==> config.mk <==
export PLATFORM = sky130hd
export DESIGN_NAME = ifetch_pfb
export DESIGN_NICKNAME = d
export VERILOG_FILES = /design/src/rtl/ifpb_pkg.sv /design/src/rtl/ifpb_line_buf.sv /design/src/rtl/ifpb_ctrl.sv /design/src/rtl/ifpb_refill_reg.sv /design/src/rtl/ifetch_pfb.sv
export SDC_FILE = /design/constraint.sdc
export NUM_CORES = 1
export LEC_CHECK = 0
export BUFFER_PORTS_ARGS = -buffer_cell sky130_fd_sc_hd__buf_2
export CORE_MARGIN = 5
export CORE_UTILIZATION = 27
export CTS_CLUSTER_SIZE = 30
export DETAILED_ROUTE_END_ITERATION = 8
export SYNTH_ARGS = -nofsm -noshare
export SYNTH_HDL_FRONTEND = slang
export SYNTH_SLANG_ARGS = --single-unit
==> constraint.sdc <==
create_clock -name clk_i -period 25.7 [get_ports clk_i]
set_input_delay 3.855 -clock clk_i [delete_from_list [all_inputs] [get_ports clk_i]]
set_output_delay 3.855 -clock clk_i [all_outputs]
set_load 0.01 [all_outputs]
==> src/rtl/ifpb_pkg.sv <==
package ifpb_pkg;
  localparam int unsigned PAIR_BEATS = 2;

  typedef enum logic [1:0] {
    ST_IDLE  = 2'd0,
    ST_REQ   = 2'd1,
    ST_BEAT0 = 2'd2,
    ST_BEAT1 = 2'd3
  } ifpb_state_e;
endpackage

==> src/rtl/ifpb_line_buf.sv <==
module ifpb_line_buf #(
  parameter int unsigned ADDR_W = 26,
  parameter int unsigned LINE_W = 256
) (
  input  logic              clk_i,
  input  logic              rst_ni,
  input  logic              clr_i,
  input  logic              wr_i,
  input  logic [ADDR_W-1:0] wr_addr_i,
  input  logic [LINE_W-1:0] wr_data_i,
  input  logic [ADDR_W-1:0] lookup_addr_i,
  output logic              hit_o,
  output logic [LINE_W-1:0] data_o
);
  logic              valid_q;
  logic [ADDR_W-1:0] addr_q;
  logic [LINE_W-1:0] data_q;

  always_ff @(posedge clk_i or negedge rst_ni) begin
    if (!rst_ni)    valid_q <= 1'b0;
    else if (clr_i) valid_q <= 1'b0;
    else if (wr_i)  valid_q <= 1'b1;
  end

  always_ff @(posedge clk_i) begin
    if (wr_i && !clr_i) begin
      addr_q <= wr_addr_i;
      data_q <= wr_data_i;
    end
  end

  assign hit_o  = valid_q && (addr_q == lookup_addr_i);
  assign data_o = data_q;
endmodule

==> src/rtl/ifpb_ctrl.sv <==
module ifpb_ctrl
  import ifpb_pkg::*;
#(
  parameter int unsigned ADDR_W = 26
) (
  input  logic              clk_i,
  input  logic              rst_ni,
  input  logic              flush_i,
  input  logic              miss_valid_i,
  input  logic [ADDR_W-1:0] miss_addr_i,
  output logic              miss_ready_o,
  input  logic              buf_hit_i,
  output logic              buf_clr_o,
  output logic              buf_wr_o,
  output logic [ADDR_W-1:0] buf_wr_addr_o,
  output logic              fill_mem_o,
  output logic              fill_buf_o,
  output logic [ADDR_W-1:0] req_addr_o,
  output logic              mem_req_valid_o,
  input  logic              mem_req_ready_i,
  input  logic              mem_rsp_valid_i
);
  localparam logic [ADDR_W-1:0] ONE = ADDR_W'(1);

  ifpb_state_e       state_q, state_d;
  logic [ADDR_W-1:0] req_addr_q;
  logic              prefetch_q, flushed_q;
  logic              accept, beat, keep, in_beat0, in_beat1;

  assign miss_ready_o = (state_q == ST_IDLE) && !flush_i;
  assign accept       = miss_valid_i && miss_ready_o;
  assign in_beat0     = (state_q == ST_BEAT0);
  assign in_beat1     = (state_q == ST_BEAT1);
  assign beat         = mem_rsp_valid_i && (in_beat0 || in_beat1);
  // beats of a flushed request are dropped, including one meeting the flush
  assign keep         = beat && !flushed_q && !flush_i;

  assign buf_clr_o     = flush_i || accept;
  assign fill_buf_o    = accept && buf_hit_i;
  assign fill_mem_o    = keep && in_beat0 && !prefetch_q;
  assign buf_wr_o      = keep && ((in_beat0 && prefetch_q) || (in_beat1 && !prefetch_q));
  assign buf_wr_addr_o = in_beat1 ? req_addr_q + ONE : req_addr_q;
  assign req_addr_o      = req_addr_q;
  assign mem_req_valid_o = (state_q == ST_REQ);

  always_comb begin
    state_d = state_q;
    unique case (state_q)
      ST_IDLE:  if (accept)          state_d = ST_REQ;
      ST_REQ:   if (mem_req_ready_i) state_d = ST_BEAT0;
      ST_BEAT0: if (mem_rsp_valid_i) state_d = ST_BEAT1;
      ST_BEAT1: if (mem_rsp_valid_i) state_d = ST_IDLE;
      default:                       state_d = ST_IDLE;
    endcase
  end

  always_ff @(posedge clk_i or negedge rst_ni) begin
    if (!rst_ni) begin
      state_q    <= ST_IDLE;
      req_addr_q <= '0;
      prefetch_q <= 1'b0;
      flushed_q  <= 1'b0;
    end else begin
      state_q <= state_d;
      if (accept) begin
        req_addr_q <= buf_hit_i ? miss_addr_i + ONE : miss_addr_i;
        prefetch_q <= buf_hit_i;
        flushed_q  <= 1'b0;
      end else if (flush_i && state_q != ST_IDLE) begin
        flushed_q <= 1'b1;
      end
    end
  end
endmodule

==> src/rtl/ifpb_refill_reg.sv <==
module ifpb_refill_reg #(
  parameter int unsigned ADDR_W = 26,
  parameter int unsigned LINE_W = 256
) (
  input  logic              clk_i,
  input  logic              rst_ni,
  input  logic              fill_mem_i,
  input  logic              fill_buf_i,
  input  logic [ADDR_W-1:0] mem_addr_i,
  input  logic [LINE_W-1:0] mem_data_i,
  input  logic [ADDR_W-1:0] buf_addr_i,
  input  logic [LINE_W-1:0] buf_data_i,
  output logic              valid_o,
  output logic [ADDR_W-1:0] addr_o,
  output logic [LINE_W-1:0] data_o
);
  always_ff @(posedge clk_i or negedge rst_ni) begin
    if (!rst_ni) begin
      valid_o <= 1'b0;
      addr_o  <= '0;
      data_o  <= '0;
    end else begin
      valid_o <= fill_mem_i || fill_buf_i;
      if (fill_buf_i) begin
        addr_o <= buf_addr_i;
        data_o <= buf_data_i;
      end else if (fill_mem_i) begin
        addr_o <= mem_addr_i;
        data_o <= mem_data_i;
      end
    end
  end
endmodule

==> src/rtl/ifetch_pfb.sv <==
module ifetch_pfb #(
  parameter int unsigned ADDR_W     = 26,
  parameter int unsigned LINE_BYTES = 32,
  localparam int unsigned LINE_W    = LINE_BYTES * 8
) (
  input  logic              clk_i,
  input  logic              rst_ni,
  input  logic              flush_i,
  input  logic              miss_valid_i,
  input  logic [ADDR_W-1:0] miss_addr_i,
  output logic              miss_ready_o,
  output logic              refill_valid_o,
  output logic [ADDR_W-1:0] refill_addr_o,
  output logic [LINE_W-1:0] refill_data_o,
  output logic              mem_req_valid_o,
  input  logic              mem_req_ready_i,
  output logic [ADDR_W-1:0] mem_req_addr_o,
  input  logic              mem_rsp_valid_i,
  input  logic [LINE_W-1:0] mem_rsp_data_i
);
  logic              buf_hit, buf_clr, buf_wr, fill_mem, fill_buf;
  logic [ADDR_W-1:0] buf_wr_addr, req_addr;
  logic [LINE_W-1:0] buf_data;

  ifpb_ctrl #(.ADDR_W(ADDR_W)) u_ctrl (
    .clk_i           (clk_i),
    .rst_ni          (rst_ni),
    .flush_i         (flush_i),
    .miss_valid_i    (miss_valid_i),
    .miss_addr_i     (miss_addr_i),
    .miss_ready_o    (miss_ready_o),
    .buf_hit_i       (buf_hit),
    .buf_clr_o       (buf_clr),
    .buf_wr_o        (buf_wr),
    .buf_wr_addr_o   (buf_wr_addr),
    .fill_mem_o      (fill_mem),
    .fill_buf_o      (fill_buf),
    .req_addr_o      (req_addr),
    .mem_req_valid_o (mem_req_valid_o),
    .mem_req_ready_i (mem_req_ready_i),
    .mem_rsp_valid_i (mem_rsp_valid_i)
  );

  ifpb_line_buf #(.ADDR_W(ADDR_W), .LINE_W(LINE_W)) u_buf (
    .clk_i         (clk_i),
    .rst_ni        (rst_ni),
    .clr_i         (buf_clr),
    .wr_i          (buf_wr),
    .wr_addr_i     (buf_wr_addr),
    .wr_data_i     (mem_rsp_data_i),
    .lookup_addr_i (miss_addr_i),
    .hit_o         (buf_hit),
    .data_o        (buf_data)
  );

  ifpb_refill_reg #(.ADDR_W(ADDR_W), .LINE_W(LINE_W)) u_refill (
    .clk_i      (clk_i),
    .rst_ni     (rst_ni),
    .fill_mem_i (fill_mem),
    .fill_buf_i (fill_buf),
    .mem_addr_i (req_addr),
    .mem_data_i (mem_rsp_data_i),
    .buf_addr_i (miss_addr_i),
    .buf_data_i (buf_data),
    .valid_o    (refill_valid_o),
    .addr_o     (refill_addr_o),
    .data_o     (refill_data_o)
  );

  assign mem_req_addr_o = req_addr;
endmodule

==> results.md <==
- Status: completed
- Die Y: 307.4 µm
- Pwr dens: 101.2 nW/µm²
- Hold_buf cts: 0
- Async set-or-reset flop fraction in the synthesized netlist: 52.68%
- Die area: 94,470 µm²
- LEAKAGE: 0.01507 µW
- Clk pwr share: 33.2%
- PnR worst setup slack: 17.60 ns
- Starting Density: 27.10%
- Post-synthesis mux area share: 11.91%
- Net switching fraction of the power: 30.05%
- Share of cells above drive strength 1: 29.68%
- H-tree depth: 3
- Met3 Use GR: 4.106%
- Synth unique cells: 45
- DP Area: 28,150 µm²
- Main synth FF type: dfrtp_1
- Synth Cell Area: 23,870 µm²
- Initial DRC count: 1,006
- Comb pwr share: 22.9%
- Largest net degree at the start of global routing: 241
- Total core area: 88,100 µm²
- Final setup violation count: 0
- Syn avg cell area: 13.01 µm²
- Internal Dissipation: 2164 µW
- Max stage delay on crit path: 0.15 ns
- Pre-Repair DR Iteration Count: 5
- Clk_skew: 0.02511 ns
- Antenna violations before repair: 12
- Post-synth net total: 2,129
- FF+latch count, synth: 596
- Post-DP HPWL: 44,200 µm
- CP max FO: 6
- Clk buf depth: 3
- Critical Path Start Type: input pin
- Via-to-Cell Ratio: 4.435
- WL final: 64,490 µm
- Max Cap Viol: 0
- Pre-CTS setup slack: 17.59 ns
- Final hold violation count: 0
- Post-CTS resize count: 0
- Reg-to-reg startpoint: u_ctrl.state_q[0]$_DFFE_PN0P_
- Syn. warnings: 0
- Met1 GRT Util: 16.89%
- Register clock-pin slew on the reported worst setup and hold paths: 0.06 ns
- P_sw: 929.5 µW
- Num CTS Buffers: 68
- Worst VDD drop: 60.17 µV
- Crit path DAT: 4.25 ns
- HP Start: u_buf.data_o[158]$_DFFE_PP_
- CP dominant cell by count: buf_2
- Layout area overhead: 27.97%
- Fin nets: 2,709
- Worst-Margin Slew: 1.442 ns
- Clock Sinks: 596
- Post-synthesis compound-gate area fraction: 6.976%
- Gr usage total: 13.04%
- Highest Clock Rate: 0.1234 GHz
- Worst-path cell chain: buf_2, nor2b_1, buf_2
- GRT met2 Usage: 20.90%
- Clk root buf: clkbuf_16
- Post-synthesis simple-gate area fraction: 7.977%
- Fill cells: 8,859
- Fin Setup TNS: 0 ns
- Critical Path RT: 21.84 ns
- WL per Instance: 17.72 µm
- Relative slew slack: 3.878%
- Cell count after synthesis: 1,835
- Worst Setup Path Type: input pin to output port
- Final Wtd Congestion: 0.7812
- Vias: 16,140
- I/O pin total: 599
- Slowest-stage cell, CP: buf_2
- EDFF count, synth: 282
- Fin crit share: 31.53%
- Antenna Nets Post-Route: 0
- CP endpoint kind: output port
- Class of the worst hold path: register to register
- GR peak layer: met2
- Post-CTS Setup Inserts: 0
- # DRC: 0
- First-pass GRT wire length: 98,660 µm
- Final core occ: 34.68%
- Xor and xnor fraction of the mapped netlist area: 2.563%
- Max Slew Vio Count: 0
- Clk_lat worst skew: 0.60 ns
- Final instance area: 30,550 µm²
- Sequential share of power: 43.9%
- IO buf count: 598
- Largest family of logic cells by synthesized area: multiplexers
- CTS tree: done
- Final min period: 8.103 ns
- Vias in the first global route: 16,240
- RSZ-0062 raised after global routing: no
- Row Count: 109
- Adder-cell area share of the yosys netlist: 0.3144%
- Die Width: 307.4 µm
- Setup crit start: flush_i
- Remaining global-route overflow: 0
- Seq/Total Area, Yosys: 68.38%
-- Yosys cell counts, types with 2 or more instances --
cell      count  area (µm²)
nand4b_1      2       17.52
nand2b_1      3       18.77
dfrtp_1     314        7858
ha_1          6       75.07
a21oi_1     288        1441
xor2_1       22       192.7
and2_1        5       31.28
nor4_1        5       31.28
and3_1       11       68.82
o21a_1        2       15.01
nor2_1      297        1115
nor3_1        5       25.02
clkbuf_1    105       394.1
nand3_1      21       105.1
o21ai_0      25       125.1
nand3b_1      2       15.01
nand4_1      25       156.4
inv_1         9       33.78
nand2_1      48       180.2
xnor2_1      46       402.9
nor3b_1       5       37.54
mux2i_1     283        2833
o31a_1        3       26.28
edfxtp_1    282        8468
-- power groups by stage --
stage               registers, µW  logic, µW  clock network (µW)
finish                       1360        707                1030
global route                 1390        779                1100
detailed placement           1370        721                   0
global placement             1370        713                   0
floorplan                    1450        279                   0
CTS                          1360        722                1060
-- kinds of logic (layout without fill, tap and decap cells) --
family,Yosys count,count (layout)
flops,596,596
simple gates,438,438
compound gates,325,325
mux,284,284
buf+inv,117,752
xor+xnor,69,69
fa+ha+maj,6,6
other cells,0,5
-- layout make-up --
class / instances / area, µm² / area share, %
clock inverters: 31 / 488.0 / 1.597
multi-input cells: 1122 / 7129 / 23.34
diodes: 5 / 12.51 / 0.04095
well taps: 1165 / 1458 / 4.771
inverters: 9 / 33.78 / 0.1106
repair buffers: 618 / 3203 / 10.48
clock buffers: 94 / 1902 / 6.225
flip-flops and latches: 596 / 16330 / 53.44
-- metrics by stage --
step           hold WS [ns]  instances  power, µW
2_1_floorplan        0.4712       1835       1730
5_1_grt              0.5178       3639       3265
6_report             0.4823       3640       3093
3_5_place_dp         0.4863       3510       2096
4_1_cts              0.4919       3635       3144
3_3_place_gp         0.4762       3510       2085
-- cells in the final DEF, fill, tap and decap left out, types with 3 or more instances in the layout --
cell	instances
a21oi_1	288
and2_1	5
and3_1	11
buf_12	4
buf_2	597
buf_4	16
bufinv_16	10
clkbuf_1	18
clkbuf_16	70
clkbuf_8	6
clkinv_2	14
dfrtp_1	314
diode_2	5
edfxtp_1	282
ha_1	6
inv_1	9
mux2i_1	283
nand2_1	48
nand2b_1	3
nand3_1	20
nand4_1	25
nor2_1	296
nor3_1	5
nor3b_1	5
nor4_1	5
o21ai_0	25
o31a_1	3
xnor2_1	46
xor2_1	22
-- flip-flops by register name, summed over array words and instances (netlist names) --
| name | count |
|---|---|
| u_buf.data_o | 256 |
| u_ctrl.prefetch_q | 1 |
| u_buf.addr_q | 26 |
| u_ctrl.req_addr_o | 26 |
| u_ctrl.state_q | 2 |
| u_buf.valid_q | 1 |
| u_refill.addr_o | 26 |
| u_refill.valid_o | 1 |
| u_refill.data_o | 256 |
| u_ctrl.flushed_q | 1 |
-- worst paths after layout --
path / depth (start not counted) / slack (ns) / to
min: 2 / 0.48 / u_refill.data_o[158]$_DFFE_PN0P_
max: 3 / 17.60 / miss_ready_o
max in group asynchronous: 3 / 20.36 / u_refill.data_o[42]$_DFFE_PN0P_
min reg2reg: 2 / 0.48 / u_refill.data_o[158]$_DFFE_PN0P_
max reg2reg: 10 / 21.17 / u_refill.data_o[127]$_DFFE_PN0P_
min in group asynchronous: 1 / 3.23 / u_refill.data_o[213]$_DFFE_PN0P_
-- critical path: cells and delay by family --
kind          cells  cell delay [ns]
buf+inv           2             0.29
simple gates      1             0.10
-- layer usage --
layer	up-vias	share of wire, %
met5	-	0.13
li1	7738	-
met4	12	2.9
met1	7807	42
met2	472	47
met3	115	7.5
(Power assumes the default switching activity.)
